**src/rtl/shstk_pkg.sv**
```systemverilog
package shstk_pkg;

    typedef enum logic [1:0] {
        OP_IDLE    = 2'd0,
        OP_SAVE    = 2'd1,
        OP_RESTORE = 2'd2,
        OP_CLASH   = 2'd3
    } stk_op_e;

    function automatic stk_op_e decode_op(input logic save, input logic restore);
        unique case ({restore, save})
            2'b01:   return OP_SAVE;
            2'b10:   return OP_RESTORE;
            2'b11:   return OP_CLASH;
            default: return OP_IDLE;
        endcase
    endfunction

endpackage

```
**src/rtl/shstk_ctrl.sv**
```systemverilog
module shstk_ctrl
    import shstk_pkg::*;
#(
    parameter int DEPTH = 8,
    localparam int DW = $clog2(DEPTH + 1),
    localparam int PW = $clog2(DEPTH)
) (
    input  logic          clk,
    input  logic          rst_n,
    input  logic          save_i,
    input  logic          restore_i,
    output logic          wr_en_o,
    output logic          rd_en_o,
    output logic [PW-1:0] wr_idx_o,
    output logic [PW-1:0] rd_idx_o,
    output logic [DW-1:0] depth_o,
    output logic          full_o,
    output logic          empty_o,
    output logic          valid_o,
    output logic          ovf_o,
    output logic          unf_o,
    output logic          clash_o
);

    typedef struct packed {
        logic [DW-1:0] depth;
        logic          ovf;
        logic          unf;
        logic          clash;
        logic          valid;
    } ctrl_t;

    ctrl_t   st_d, st_q;
    stk_op_e op;
    logic    full, empty, take_save, take_restore;

    always_comb begin
        op           = decode_op(save_i, restore_i);
        full         = (st_q.depth == DW'(DEPTH));
        empty        = (st_q.depth == '0);
        take_save    = (op == OP_SAVE) && !full;
        take_restore = (op == OP_RESTORE) && !empty;

        st_d       = st_q;
        st_d.valid = take_restore;
        if (take_save)    st_d.depth = st_q.depth + DW'(1);
        if (take_restore) st_d.depth = st_q.depth - DW'(1);
        if ((op == OP_SAVE) && full)     st_d.ovf   = 1'b1;
        if ((op == OP_RESTORE) && empty) st_d.unf   = 1'b1;
        if (op == OP_CLASH)              st_d.clash = 1'b1;
    end

    always_ff @(posedge clk) begin
        if (!rst_n) st_q <= '0;
        else        st_q <= st_d;
    end

    assign wr_en_o  = take_save;
    assign rd_en_o  = take_restore;
    assign wr_idx_o = PW'(st_q.depth);
    assign rd_idx_o = PW'(st_q.depth - DW'(1));
    assign depth_o  = st_q.depth;
    assign full_o   = full;
    assign empty_o  = empty;
    assign valid_o  = st_q.valid;
    assign ovf_o    = st_q.ovf;
    assign unf_o    = st_q.unf;
    assign clash_o  = st_q.clash;

    // an accepted save raises the shared depth by one
    p_save_inc_r2: assert property (@(posedge clk) disable iff (!rst_n)
        (save_i && !restore_i && !full_o) |=> (depth_o == $past(depth_o) + DW'(1)));

    // an accepted restore produces a valid pulse in the next cycle
    p_restore_valid_r3: assert property (@(posedge clk) disable iff (!rst_n)
        (restore_i && !save_i && !empty_o) |=> valid_o);

    // a save at full depth leaves depth alone and raises overflow
    p_no_overflow_r4: assert property (@(posedge clk) disable iff (!rst_n)
        (save_i && !restore_i && full_o) |=> ($stable(depth_o) && ovf_o));

    // a restore on an empty store gives no valid pulse
    p_empty_restore_r5: assert property (@(posedge clk) disable iff (!rst_n)
        (restore_i && !save_i && empty_o) |=> (!valid_o && unf_o));

    // simultaneous requests are both dropped
    p_clash_ignored_r6: assert property (@(posedge clk) disable iff (!rst_n)
        (save_i && restore_i) |=> ($stable(depth_o) && !valid_o && clash_o));

    // depth never exceeds the configured number of slots
    p_depth_bound_r8: assert property (@(posedge clk) disable iff (!rst_n)
        depth_o <= DW'(DEPTH));

    // error flags are sticky
    p_sticky_r10: assert property (@(posedge clk) disable iff (!rst_n)
        (ovf_o || unf_o || clash_o) |=> (($past(ovf_o) -> ovf_o) &&
                                         ($past(unf_o) -> unf_o) &&
                                         ($past(clash_o) -> clash_o)));

endmodule

```
**src/rtl/shstk_lane.sv**
```systemverilog
module shstk_lane #(
    parameter int REG_W = 16,
    parameter int DEPTH = 8,
    localparam int PW = $clog2(DEPTH)
) (
    input  logic             clk,
    input  logic             rst_n,
    input  logic             wr_en_i,
    input  logic             rd_en_i,
    input  logic [PW-1:0]    wr_idx_i,
    input  logic [PW-1:0]    rd_idx_i,
    input  logic [REG_W-1:0] d_i,
    output logic [REG_W-1:0] q_o
);

    typedef struct packed {
        logic [DEPTH-1:0][REG_W-1:0] slots;
        logic [REG_W-1:0]            out;
    } lane_t;

    lane_t ln_d, ln_q;

    always_comb begin
        ln_d = ln_q;
        if (wr_en_i) ln_d.slots[wr_idx_i] = d_i;
        if (rd_en_i) ln_d.out = ln_q.slots[rd_idx_i];
    end

    always_ff @(posedge clk) begin
        if (!rst_n) ln_q <= '0;
        else        ln_q <= ln_d;
    end

    assign q_o = ln_q.out;

    // the restored value is held while no restore is accepted
    p_hold_out_r9: assert property (@(posedge clk) disable iff (!rst_n)
        !rd_en_i |=> $stable(q_o));

    // the control never asks a lane to write and read in one cycle
    p_no_dual_r6: assert property (@(posedge clk) disable iff (!rst_n)
        !(wr_en_i && rd_en_i));

endmodule

```
**src/rtl/regshadow_stack.sv**
```systemverilog
module regshadow_stack #(
    parameter int NUM_REGS = 4,
    parameter int REG_W    = 16,
    parameter int DEPTH    = 8,
    localparam int DW   = $clog2(DEPTH + 1),
    localparam int PW   = $clog2(DEPTH),
    localparam int BUSW = NUM_REGS * REG_W
) (
    input  logic            clk,
    input  logic            rst_n,
    input  logic            save_i,
    input  logic            restore_i,
    input  logic [BUSW-1:0] regs_i,
    output logic [BUSW-1:0] regs_o,
    output logic            restore_valid_o,
    output logic [DW-1:0]   depth_o,
    output logic            full_o,
    output logic            empty_o,
    output logic            overflow_o,
    output logic            underflow_o,
    output logic            clash_o
);

    logic          wr_en, rd_en;
    logic [PW-1:0] wr_idx, rd_idx;

    shstk_ctrl #(.DEPTH(DEPTH)) u_ctrl (
        .clk      (clk),
        .rst_n    (rst_n),
        .save_i   (save_i),
        .restore_i(restore_i),
        .wr_en_o  (wr_en),
        .rd_en_o  (rd_en),
        .wr_idx_o (wr_idx),
        .rd_idx_o (rd_idx),
        .depth_o  (depth_o),
        .full_o   (full_o),
        .empty_o  (empty_o),
        .valid_o  (restore_valid_o),
        .ovf_o    (overflow_o),
        .unf_o    (underflow_o),
        .clash_o  (clash_o)
    );

    for (genvar k = 0; k < NUM_REGS; k++) begin : g_lane
        shstk_lane #(.REG_W(REG_W), .DEPTH(DEPTH)) u_lane (
            .clk     (clk),
            .rst_n   (rst_n),
            .wr_en_i (wr_en),
            .rd_en_i (rd_en),
            .wr_idx_i(wr_idx),
            .rd_idx_i(rd_idx),
            .d_i     (regs_i[k*REG_W +: REG_W]),
            .q_o     (regs_o[k*REG_W +: REG_W])
        );
    end

    // full and empty are never reported together
    p_flags_excl_r8: assert property (@(posedge clk) disable iff (!rst_n)
        !(full_o && empty_o));

endmodule

```
**config.mk**
```make
export PLATFORM = sky130hd
export DESIGN_NAME = regshadow_stack
export DESIGN_NICKNAME = d
export VERILOG_FILES = /design/src/rtl/shstk_pkg.sv /design/src/rtl/shstk_ctrl.sv /design/src/rtl/shstk_lane.sv /design/src/rtl/regshadow_stack.sv
export SDC_FILE = /design/constraint.sdc
export NUM_CORES = 1
export LEC_CHECK = 0
export BUFFER_PORTS_ARGS = -buffer_cell sky130_fd_sc_hd__buf_2
export CORE_MARGIN = 4
export CORE_UTILIZATION = 35
export DETAILED_ROUTE_END_ITERATION = 12
export PLACE_DENSITY = 0.53
export SLEW_MARGIN = 0
export SYNTH_ARGS = -nofsm -noshare
export SYNTH_HDL_FRONTEND = slang
export SYNTH_HIERARCHICAL = 1
export SYNTH_SLANG_ARGS = --single-unit
```
**constraint.sdc**
```tcl
create_clock -name clk -period 2.14 [get_ports clk]
set_input_delay 0.214 -clock clk [delete_from_list [all_inputs] [get_ports clk]]
set_output_delay 0.214 -clock clk [all_outputs]
set_load 0.1 [all_outputs]
```
==> impl_metrics.tcl <==
set metrics [dict create \
    outcome "completed" \
    syn_nets 3190 \
    io_pins 142 \
    arrival_ns 1.87 \
    slew_headroom 0.620 \
    reg2reg_depth 9 \
    rsz0062_at_grt "true" \
    p_leak_nw 12.0 \
    p_per_area_nw_per_um2 893 \
    fin_worst_skew_ns 0.0280 \
    worst_pin_slew_ns 0.574 \
    die_h_um 286 \
    synthArstFlopShare 0 \
    cts_inserted_buffers 69 \
    rows 101 \
    drtIter0Drc 1290 \
    synth_flop_cell "dfxtp_1" \
    clkTransAtPathRegs_ns 0.06 \
    combPwrFrac 0.195 \
    multi_input_area_um2 13400 \
    tritoncts "built" \
    final_nets 3263 \
    ys_types 46 \
    fin_util 0.421 \
    wl_per_cell_um 19.1 \
    internal_power_mw 20.1 \
    initial_core_util 0.355 \
    synth_xor_area_frac 0.000647 \
    globalRouteOverflowTotal 0 \
    grt_max_degree 98 \
    die_area_um2 81900 \
    synth-compound-area-share 0.207 \
    fillers 7729 \
    ys_seq_elements 584 \
    netlist_area_um2 27100 \
    gr-usage-all-layers 0.195 \
    r2r-end "g_lane[1].u_lane/ln_q[101]" \
    synthAdderAreaFrac 0.000924 \
    cp_max_fo 13 \
    seq_area_um2 11700 \
    cts_root_buf "clkbuf_16" \
    timing.rr.start "u_ctrl/depth_o[0]" \
    power_switching_mw 8.57 \
    hold_class "in2reg" \
    antenna_found_initial 2 \
    io_buffers 141 \
    gp_congestion 0.732 \
    cp-startpoint "u_ctrl/depth_o[2]" \
    fp.dieW_um 286 \
    clock_path_buffers 3 \
    worst_setup_path_end_kind "output pin" \
    clkPwrFrac 0.411 \
    synth_edf_count 0 \
    maxCapViolCount 0 \
    tns_ns 0 \
    yosysWarnings 6 \
    endpoint "empty_o" \
    critical_path_required_ns 1.93 \
    sequentialPowerShare 0.395 \
    min_period_ns 2.09 \
    ant_nets 0 \
    clock_latency_ns 0.62 \
    cts.sinks 584 \
    syn_to_final_growth_pct 18.8 \
    core_area_um2 76300 \
    grt_pass1_vias 20600 \
    max_freq_ghz 0.479 \
    rrSetupSlack_ns 0.13 \
    worst-setup-path-type "reg2out" \
    wl_mm 81.6 \
    post_drt_via_cell_ratio 4.99 \
    p_sw_frac 0.299 \
    synth-simple-area-share 0.180 \
    drive_above_1_share 0.178 \
    fin_crit_sh 0.975 \
    drc_errors 0 \
    routed-via-count 21300 \
    syn_avg_cell_area_um2 8.68 \
    hold_viol 0 \
    muxShareOfSynthArea 0.101 \
    dr.pass1.iters 5 \
    start_kind "flip-flop" \
    synth_top_family_by_area "compound AO/OA/AOI/OAI gates" \
    grt_pass1_wl_mm 126 \
    ctsHtreeMaxLevel 3 \
    design_area_um2 32200 \
    slew_viol_final 0 \
    dp_hpwl_mm 47.3 \
    yosysSeqAreaShare 0.432 \
    vdd_drop_max_v 0.000548 \
    place_area_um2 29100 \
    synth_cells 3120 \
    finalSetupViolations 0 \
]
-- worst min-delay path by stage --
stage / depth (start not counted) / endpoint / from / slack (ns)
6_report: 4 / u_ctrl/clash_o / save_i / 0.10
2_1_floorplan: 1 / u_ctrl/ovf_o / rst_n / 0.33
3_3_place_gp: 2 / g_lane[2].u_lane/ln_q[112] / g_lane[2].u_lane/ln_q[112] / 0.44
4_1_cts: 4 / u_ctrl/clash_o / restore_i / 0.07
5_1_grt: 4 / u_ctrl/clash_o / restore_i / 0.12
3_5_place_dp: 2 / g_lane[1].u_lane/ln_q[123] / g_lane[1].u_lane/ln_q[123] / 0.44
-- Yosys cell counts (2+ instances only) --
master | n | share of area
a21boi_0 | 348 | 0.096
nand3_1 | 14 | 0.0026
o22ai_1 | 41 | 0.0095
buf_4 | 112 | 0.031
mux2i_1 | 128 | 0.047
inv_1 | 3 | 0.00042
buf_12 | 12 | 0.0089
dfxtp_1 | 584 | 0.43
buf_1 | 4 | 0.00055
nor2_1 | 9 | 0.0012
nor2_2 | 4 | 0.00092
buf_8 | 8 | 0.0044
a21boi_1 | 164 | 0.045
a21oi_1 | 66 | 0.012
a221o_1 | 40 | 0.015
and2_1 | 2 | 0.00046
nand3_2 | 4 | 0.0015
o221ai_1 | 24 | 0.0078
a22oi_1 | 24 | 0.0067
nand2b_2 | 4 | 0.0013
nor3_4 | 8 | 0.0048
clkbuf_1 | 100 | 0.014
nand4_1 | 4 | 0.00092
buf_2 | 88 | 0.016
mux2_2 | 129 | 0.054
buf_6 | 9 | 0.0037
xor2_1 | 2 | 0.00065
and3b_1 | 2 | 0.00065
nand3b_1 | 2 | 0.00055
nand2b_1 | 13 | 0.0030
nand2_2 | 12 | 0.0028
and2b_1 | 5 | 0.0014
nand2_1 | 1038 | 0.14
nor2_4 | 21 | 0.0087
nor2b_1 | 14 | 0.0032
ha_1 | 2 | 0.00092
o21ai_0 | 67 | 0.012
-- critical path: stages (launching register included) --
cell     delay [ns]
dfxtp_4        0.37
buf_4          0.21
nor3b_4        0.26
buf_4          0.23
buf_8          0.21
-- through the flow --
stage,setup WS [ns],total power [mW],hold slack [ns],cells
2_1_floorplan,-0.444,15.6,0.331,3120
3_3_place_gp,0.114,17.0,0.439,4085
4_1_cts,0.0129,29.1,0.0657,4273
5_1_grt,-0.000292,29.8,0.122,4277
6_report,0.0541,28.7,0.104,4277
3_5_place_dp,0.0979,17.0,0.444,4085
-- cell usage in the layout, fill, tap and decap left out, drive strengths merged, types with 4 or more instances in the layout --
master,n
nand4,4
a22oi,24
nand2b,17
clkbuf,108
mux2i,128
and2b,5
nor3,9
o22ai,42
nand3,18
nor2b,15
nor2,34
a21boi,512
dfxtp,584
inv,4
clkinv,13
o221ai,24
nand2,1050
mux2,129
o21ai,67
dlygate4sd3,65
a21oi,66
buf,270
a221o,40
-- area by class of cell --
cell class                 count  area share
antenna                        2    0.000156
clock buffer                 108      0.0661
clock inverter                15     0.00572
inverter                       3    0.000739
multi-input combinational   2200       0.416
sequential                   584       0.364
tap                         1030      0.0401
timing repair buffer         335       0.107
-- what timing repair did --
action                     CTS  global route
hold buffers                65             0
setup endpoints to repair    3             4
buffers inserted             0             2
gates resized for setup      6             3
hold endpoints to repair   512             0
-- sequential cells by signal, indices dropped and copies added (netlist names) --
name	flops
u_ctrl/clash_o	1
g_lane.u_lane/q_o	64
u_ctrl/ovf_o	1
u_ctrl/depth_o	4
g_lane.u_lane/ln_q	512
u_ctrl/unf_o	1
u_ctrl/valid_o	1
-- power groups by stage --
stage | Combinational (mW) | Sequential (mW) | Clock (mW)
floorplan | 3.98 | 11.6 | 0
global placement | 5.46 | 11.6 | 0
detailed placement | 5.45 | 11.6 | 0
CTS | 5.59 | 11.3 | 12.1
global route | 5.91 | 11.4 | 12.6
finish | 5.59 | 11.3 | 11.8
-- routing by layer --
layer / vias to the layer above / global-route usage / part of all wire / wire length, µm
li1: 10600 / - / - / -
met1: 10300 / 0.270 / 0.47 / 38600
met2: 373 / 0.320 / 0.46 / 37900
met3: 108 / 0.0272 / 0.040 / 3260
met4: 0 / 0.0560 / 0.023 / 1890
met5: - / 0 / 0 / 0
-- cells by family after synthesis --
group                      Yosys count
AOI/OAI and AO/OA                  778
xor gates and xnor gates             2
adders and majority gates            2
buffers and inverters              336
DFF                                584
muxes                              257
and+or+nand+nor                   1161
Note: power is estimated with default switching activity, not from simulation.
